`config.mk`:
```
export PLATFORM = sky130hd
export DESIGN_NAME = ldst_addr_seq
export DESIGN_NICKNAME = d
export VERILOG_FILES = /design/src/rtl/ldst_seq_pkg.sv /design/src/rtl/ldst_low_pick.sv /design/src/rtl/ldst_addr_calc.sv /design/src/rtl/ldst_addr_seq.sv
export SDC_FILE = /design/constraint.sdc
export NUM_CORES = 1
export LEC_CHECK = 0
export ABC_AREA = 1
export BUFFER_PORTS_ARGS = -buffer_cell sky130_fd_sc_hd__buf_4
export CORE_ASPECT_RATIO = 1.25
export CORE_MARGIN = 2
export CORE_UTILIZATION = 41
export CTS_CLUSTER_SIZE = 12
export DETAILED_ROUTE_END_ITERATION = 12
export GPL_ROUTABILITY_DRIVEN = 1
export HOLD_SLACK_MARGIN = 0.02
export PLACE_DENSITY = 0.59
export SETUP_SLACK_MARGIN = 0.2
export SYNTH_ARGS = -nofsm -noshare
export SYNTH_HDL_FRONTEND = slang
export SYNTH_SLANG_ARGS = --single-unit
```
`constraint.sdc`:
```
create_clock -name clk -period 20.5 [get_ports clk]
set_clock_uncertainty 0.05 [all_clocks]
set_input_delay 3.075 -clock clk [delete_from_list [all_inputs] [get_ports clk]]
set_output_delay 3.075 -clock clk [all_outputs]
set_load 0.03 [all_outputs]
```
`src/rtl/ldst_seq_pkg.sv`:
```
package ldst_seq_pkg;
    typedef enum logic [1:0] {
        ST_IDLE  = 2'd0,
        ST_MOVE  = 2'd1,
        ST_CLOSE = 2'd2
    } seq_state_e;
endpackage

```
`src/rtl/ldst_low_pick.sv`:
```
// Finds the lowest set bit of a vector (ascending transfer order).
module ldst_low_pick #(
    parameter int N = 16,
    localparam int IW = $clog2(N)
) (
    input  logic [N-1:0]  vec,
    output logic [IW-1:0] idx
);
    always_comb begin
        idx = '0;
        for (int i = N - 1; i >= 0; i--) begin
            if (vec[i]) idx = IW'(i);
        end
    end
endmodule

```
`src/rtl/ldst_addr_calc.sv`:
```
// First access address and writeback value for one instruction.
module ldst_addr_calc #(
    parameter int AW       = 32,
    parameter int NREGS    = 16,
    parameter int NB       = 4,
    parameter int PC_AHEAD = 8
) (
    input  logic             multi,
    input  logic             pre_idx,
    input  logic             up,
    input  logic             wback,
    input  logic             base_pc,
    input  logic [AW-1:0]    base,
    input  logic [AW-1:0]    offset,
    input  logic [NREGS-1:0] reg_list,
    output logic [AW-1:0]    first_addr,
    output logic [AW-1:0]    wb_value,
    output logic             wb_enable,
    output logic             list_empty
);
    logic [AW-1:0] eff;
    logic [AW-1:0] moved;
    logic [AW-1:0] span;

    always_comb begin
        eff        = base_pc ? base + AW'(PC_AHEAD) : base;
        moved      = up ? eff + offset : eff - offset;
        span       = AW'($countones(reg_list)) * AW'(NB);
        list_empty = (reg_list == '0);
        if (multi) begin
            unique case ({pre_idx, up})
                2'b01:   first_addr = eff;
                2'b11:   first_addr = eff + AW'(NB);
                2'b10:   first_addr = eff - span;
                default: first_addr = eff - span + AW'(NB);
            endcase
            wb_value  = up ? eff + span : eff - span;
            wb_enable = wback && !list_empty;
        end else begin
            first_addr = pre_idx ? moved : eff;
            wb_value   = moved;
            wb_enable  = !pre_idx || wback;
        end
    end
endmodule

```
`src/rtl/ldst_addr_seq.sv`:
```
module ldst_addr_seq
    import ldst_seq_pkg::*;
#(
    parameter int AW    = 32,
    parameter int DW    = 32,
    parameter int NREGS = 16,
    localparam int RIW  = $clog2(NREGS)
) (
    input  logic             clk,
    input  logic             rst_n,
    input  logic             start,
    input  logic             multi,
    input  logic             pre_idx,
    input  logic             up,
    input  logic             byte_mode,
    input  logic             wback,
    input  logic             load,
    input  logic             base_pc,
    input  logic [AW-1:0]    base,
    input  logic [AW-1:0]    offset,
    input  logic [NREGS-1:0] reg_list,
    input  logic [RIW-1:0]   xfer_reg,
    output logic             busy,
    output logic             done,
    output logic             bus_req,
    output logic             bus_we,
    output logic [AW-1:0]    bus_addr,
    output logic [7:0]       bus_wdata,
    input  logic             bus_ready,
    input  logic [7:0]       bus_rdata,
    output logic [RIW-1:0]   rd_idx,
    input  logic [DW-1:0]    rd_data,
    output logic             reg_we,
    output logic [RIW-1:0]   reg_waddr,
    output logic [DW-1:0]    reg_wdata,
    output logic             base_we,
    output logic [AW-1:0]    base_wdata
);
    localparam int NB = DW / 8;
    localparam int BW = $clog2(NB);

    seq_state_e        state_q;
    logic [AW-1:0]     addr_q;
    logic [BW-1:0]     beat_q;
    logic [DW-9:0]     acc_q;
    logic [NREGS-1:0]  list_q;
    logic [RIW-1:0]    sreg_q;
    logic              multi_q, byte_q, load_q, wbe_q;
    logic [AW-1:0]     wbv_q;

    logic [AW-1:0]     calc_first, calc_wbv;
    logic              calc_wbe, calc_empty;
    logic [RIW-1:0]    low_idx, cur_reg;
    logic              hs, last_beat, last_reg;
    logic [NREGS-1:0]  list_next;

    ldst_addr_calc #(.AW(AW), .NREGS(NREGS), .NB(NB), .PC_AHEAD(8)) u_calc (
        .multi(multi), .pre_idx(pre_idx), .up(up), .wback(wback),
        .base_pc(base_pc), .base(base), .offset(offset), .reg_list(reg_list),
        .first_addr(calc_first), .wb_value(calc_wbv), .wb_enable(calc_wbe),
        .list_empty(calc_empty)
    );

    ldst_low_pick #(.N(NREGS)) u_pick (.vec(list_q), .idx(low_idx));

    always_comb begin
        cur_reg   = multi_q ? low_idx : sreg_q;
        hs        = (state_q == ST_MOVE) && bus_ready;
        last_beat = byte_q || (beat_q == BW'(NB - 1));
        list_next = list_q & ~(NREGS'(1) << cur_reg);
        last_reg  = !multi_q || (list_next == '0);
    end

    // State and datapath registers
    always_ff @(posedge clk) begin
        if (!rst_n) begin
            state_q <= ST_IDLE;
            addr_q  <= '0;
            beat_q  <= '0;
            acc_q   <= '0;
            list_q  <= '0;
            sreg_q  <= '0;
            multi_q <= 1'b0;
            byte_q  <= 1'b0;
            load_q  <= 1'b0;
            wbe_q   <= 1'b0;
            wbv_q   <= '0;
        end else begin
            unique case (state_q)
                ST_IDLE: begin
                    if (start) begin
                        multi_q <= multi;
                        byte_q  <= byte_mode && !multi;
                        load_q  <= load;
                        sreg_q  <= xfer_reg;
                        list_q  <= reg_list;
                        wbe_q   <= calc_wbe;
                        wbv_q   <= calc_wbv;
                        beat_q  <= '0;
                        addr_q  <= (byte_mode && !multi) ? calc_first
                                   : (calc_first & ~AW'(NB - 1));
                        state_q <= (multi && calc_empty) ? ST_CLOSE : ST_MOVE;
                    end
                end
                ST_MOVE: begin
                    if (hs) begin
                        addr_q <= addr_q + AW'(1);
                        if (last_beat) begin
                            beat_q <= '0;
                            list_q <= list_next;
                            if (last_reg) state_q <= ST_CLOSE;
                        end else begin
                            beat_q <= beat_q + BW'(1);
                            acc_q  <= {bus_rdata, acc_q[DW-9:8]};
                        end
                    end
                end
                ST_CLOSE: state_q <= ST_IDLE;
                default:  state_q <= ST_IDLE;
            endcase
        end
    end

    // Outputs
    always_comb begin
        busy       = (state_q != ST_IDLE);
        done       = (state_q == ST_CLOSE);
        bus_req    = (state_q == ST_MOVE);
        bus_we     = bus_req && !load_q;
        bus_addr   = addr_q;
        bus_wdata  = rd_data[{beat_q, 3'b000} +: 8];
        rd_idx     = cur_reg;
        reg_we     = hs && last_beat && load_q;
        reg_waddr  = cur_reg;
        reg_wdata  = byte_q ? {{(DW-8){1'b0}}, bus_rdata} : {bus_rdata, acc_q};
        base_we    = done && wbe_q;
        base_wdata = wbv_q;
    end
endmodule

```
==> flow_metrics.py <==
metrics = {
    "outcome": {
        "status": "completed",
    },
    "synth": {
        "synth_cell_type_count": 61,
        "ys_seq_elements": 116,
        "synth_area_sq_mm": 0.0148,
        "yosys_warnings": 0,
        "synth_most_common_cell": "nand2_1",
        "yosysTopAreaCellShare": 0.174,
        "synth_top_area_cell": "nand2_1",
        "synth_flop_cell": "dfxtp_1",
        "ys_top_cells_by_area": "nand2_1 17%, dfxtp_1 16%, inv_1 7.0%, o21ai_0 6.7%, nor2_1 6.4%",
        "synth_seq_area_share": 0.157,
        "synth_area_per_cell_sq_um": 5.81,
        "synth-edff-count": 0,
        "syn_nets": 2767,
        "async_flop_share": 0,
        "yosys-top-cells-count": "686 x nand2_1, 278 x inv_1, 252 x nor2_1",
        "syn_inst": 2548,
    },
    "worst_setup_path": {
        "setup.worst_path.class": "input pin to flip-flop",
        "cp.arrival_ps": 9630,
        "critical_path.slowest_cell": "fa_1",
        "worstPathRequired_ps": 20780,
        "crit_path_end_kind": "flip-flop",
        "worst_r2r_path_depth": 11,
        "cp_slowest_stage_delay_ps": 540,
        "path_max_fanout": 5,
        "reg2reg_to": "list_q[0]$_SDFFE_PN0P_",
        "cp-start-kind": "input pin",
        "r2r-start": "state_q[0]$_SDFFE_PN0P_",
        "crit_top_cell": "nand2_1",
        "r2r_slack_ps": 16870,
    },
    "floorplanning": {
        "die_h_um": 216,
        "die_area_sq_mm": 0.0377,
        "initial_core_util": 0.418,
        "rows": 77,
        "fp.dieW_um": 174,
        "io_pins": 253,
        "core_region_area_sq_mm": 0.0355,
    },
    "power_and_ir_drop": {
        "power_mw": 1.48,
        "leakage_nw": 8.32,
        "peakVddDrop_v": 0.0000533,
        "power.density_mw_per_mm2": 83.8,
    },
    "cts": {
        "cts_setup_buffers": 0,
        "cts_tree": "yes",
        "cts-root-buf": "clkbuf_16",
        "ctsHoldBuffers": 0,
        "clock_latency_ps": 440,
        "cts_sinks": 116,
        "clkSlewWorstSetupHoldPaths_ps": 60,
        "numCtsBuffers": 17,
        "cts_resized": 0,
        "clockBufferDepth": 2,
        "htreeDepth": 4,
    },
    "finish": {
        "final-seq-area_sq_mm": 0.00232,
        "area_growth_pct": 19.3,
        "final_util": 0.498,
        "diodes": 0,
        "stdcell_area_sq_mm": 0.0177,
        "multi_input_area_sq_mm": 0.0110,
        "n_fill_cell": 3831,
        "layout-drive-gt1-share": 0.167,
        "nets": 2954,
        "instances_no_fill": 3222,
    },
    "timing": {
        "slew_viol_final": 0,
        "tightest_slew_ps": 1060,
        "relSlewSlack": 0.293,
        "hold_ws_ps": 414,
        "setup_ws_ps": 11150,
        "finalSetupTns_ps": 0,
        "fmax_mhz": 107,
        "setup_viol": 0,
        "hold_viol": 0,
        "rsz0062_at_grt": "no",
        "fin_crit_ps": 9350,
        "fin_crit_sh": 0.456,
    },
    "drt": {
        "wl_per_cell_um": 18.5,
        "drc_errors": 0,
        "drt_iter0_markers": 1314,
        "drt_wl_total_mm": 59.5,
        "via_per_inst": 5.45,
        "first_pass_iters": 7,
        "ant_nets": 0,
        "num_vias": 17545,
    },
    "global_route": {
        "antenna_found_initial": 0,
        "grt_max_degree": 73,
        "grt-ovfl-total": 0,
        "grt_pass1_vias": 17076,
        "grt_usage": 0.311,
        "grt_pass1_wl_mm": 92.2,
    },
    "job": {
        "maxCapViolCount": 0,
    },
    "hold_path": {
        "hold_depth": 2,
        "holdCritStartpoint": "acc_q[15]$_SDFFE_PN0P_",
        "hold_path_class": "flip-flop to flip-flop",
        "whs_endpoint": "acc_q[7]$_SDFFE_PN0P_",
    },
    "placed_design": {
        "pre_cts_slack_ps": 10770,
        "gp_congestion": 0.998,
        "dp_hpwl_mm": 46.1,
        "portBuffers": 252,
        "place_inst": 3190,
        "place_area_sq_mm": 0.0170,
    },
}
-- cell type report --
class / instances / share of cell area
Multi-Input combinational cell: 2026 / 0.621
Sequential cell: 116 / 0.131
Timing Repair Buffer: 266 / 0.113
Inverter: 308 / 0.0657
Tap cell: 474 / 0.0336
Clock buffer: 19 / 0.0251
Clock inverter: 13 / 0.0103
-- kinds of logic (layout without fill, tap and decap cells) --
kind of cell	Yosys count	in the layout	synth area share
XOR/XNOR	98	98	0.0590
flip-flops	116	116	0.157
adder cells (fa/ha/maj)	84	84	0.0781
AO/OA/AOI/OAI	525	525	0.199
AND/OR/NAND/NOR	1319	1319	0.402
buffers and inverters	406	606	0.106
-- layer usage --
layer | track usage | part of all wire
met1 | 0.376 | 0.41
met2 | 0.553 | 0.49
met3 | 0.0386 | 0.063
met4 | 0.132 | 0.035
met5 | 0 | 0
-- sequential cells by signal, summed over array words and instances, names as in the netlist, 2 cells and up --
signal / flops
bus_addr: 32
state_q: 2
base_wdata: 32
sreg_q: 4
acc_q: 24
beat_q: 2
list_q: 16
-- power by group --
part | internal [mW] | switching [mW] | leakage, nW | total (mW)
Clock | 0.206 | 0.120 | 0.295 | 0.326
Combinational | 0.288 | 0.575 | 7.07 | 0.862
Sequential | 0.259 | 0.0337 | 0.955 | 0.293
Total | 0.752 | 0.728 | 8.32 | 1.48
-- cell usage in the layout, fill, tap and decap left out, drive strengths merged, types with 2 or more instances in the layout --
| master | netlist | final |
|---|---|---|
| a211oi | 2 | 2 |
| a21boi | 3 | 3 |
| a21o | 2 | 2 |
| a21oi | 180 | 180 |
| a221oi | 4 | 4 |
| a22oi | 4 | 4 |
| a311oi | 2 | 2 |
| a31o | 5 | 5 |
| a31oi | 54 | 54 |
| and2 | 5 | 5 |
| and3 | 2 | 2 |
| buf | 25 | 266 |
| bufinv | 0 | 4 |
| clkbuf | 73 | 19 |
| clkinv | 8 | 13 |
| clkinvlp | 0 | 4 |
| dfxtp | 116 | 116 |
| fa | 14 | 14 |
| ha | 70 | 70 |
| inv | 300 | 300 |
| nand2 | 733 | 733 |
| nand3 | 181 | 181 |
| nand3b | 8 | 8 |
| nand4 | 41 | 41 |
| nor2 | 293 | 293 |
| nor3 | 27 | 27 |
| nor3b | 3 | 3 |
| nor4 | 10 | 10 |
| o211ai | 30 | 30 |
| o21a | 4 | 4 |
| o21ai | 202 | 202 |
| o21bai | 8 | 8 |
| o221ai | 3 | 3 |
| o22ai | 12 | 12 |
| o311ai | 3 | 3 |
| o31ai | 3 | 3 |
| or2 | 15 | 15 |
| xnor2 | 27 | 27 |
| xor2 | 71 | 71 |
-- worst max-delay path: cells and delay by family --
kind	cells	cell delay, ps
adders and majority gates	8	3260
and+or+nand+nor	20	2170
buffers and inverters	8	550
xor gates and xnor gates	1	340
AOI/OAI and AO/OA	2	230
-- how the worst max path moves through the flow --
stage / start / slack (ps) / end
after global routing: reg_list[0] / 10530 / bus_addr[29]$_SDFFE_PN0P_
after detailed placement: reg_list[0] / 10770 / bus_addr[29]$_SDFFE_PN0P_
after global placement: reg_list[0] / 10850 / bus_addr[29]$_SDFFE_PN0P_
after CTS: reg_list[0] / 11240 / bus_addr[29]$_SDFFE_PN0P_
after floorplan: reg_list[0] / 11690 / bus_addr[21]$_SDFFE_PN0P_
final: reg_list[0] / 11150 / bus_addr[30]$_SDFFE_PN0P_
Note: power is estimated with default switching activity, not from simulation.
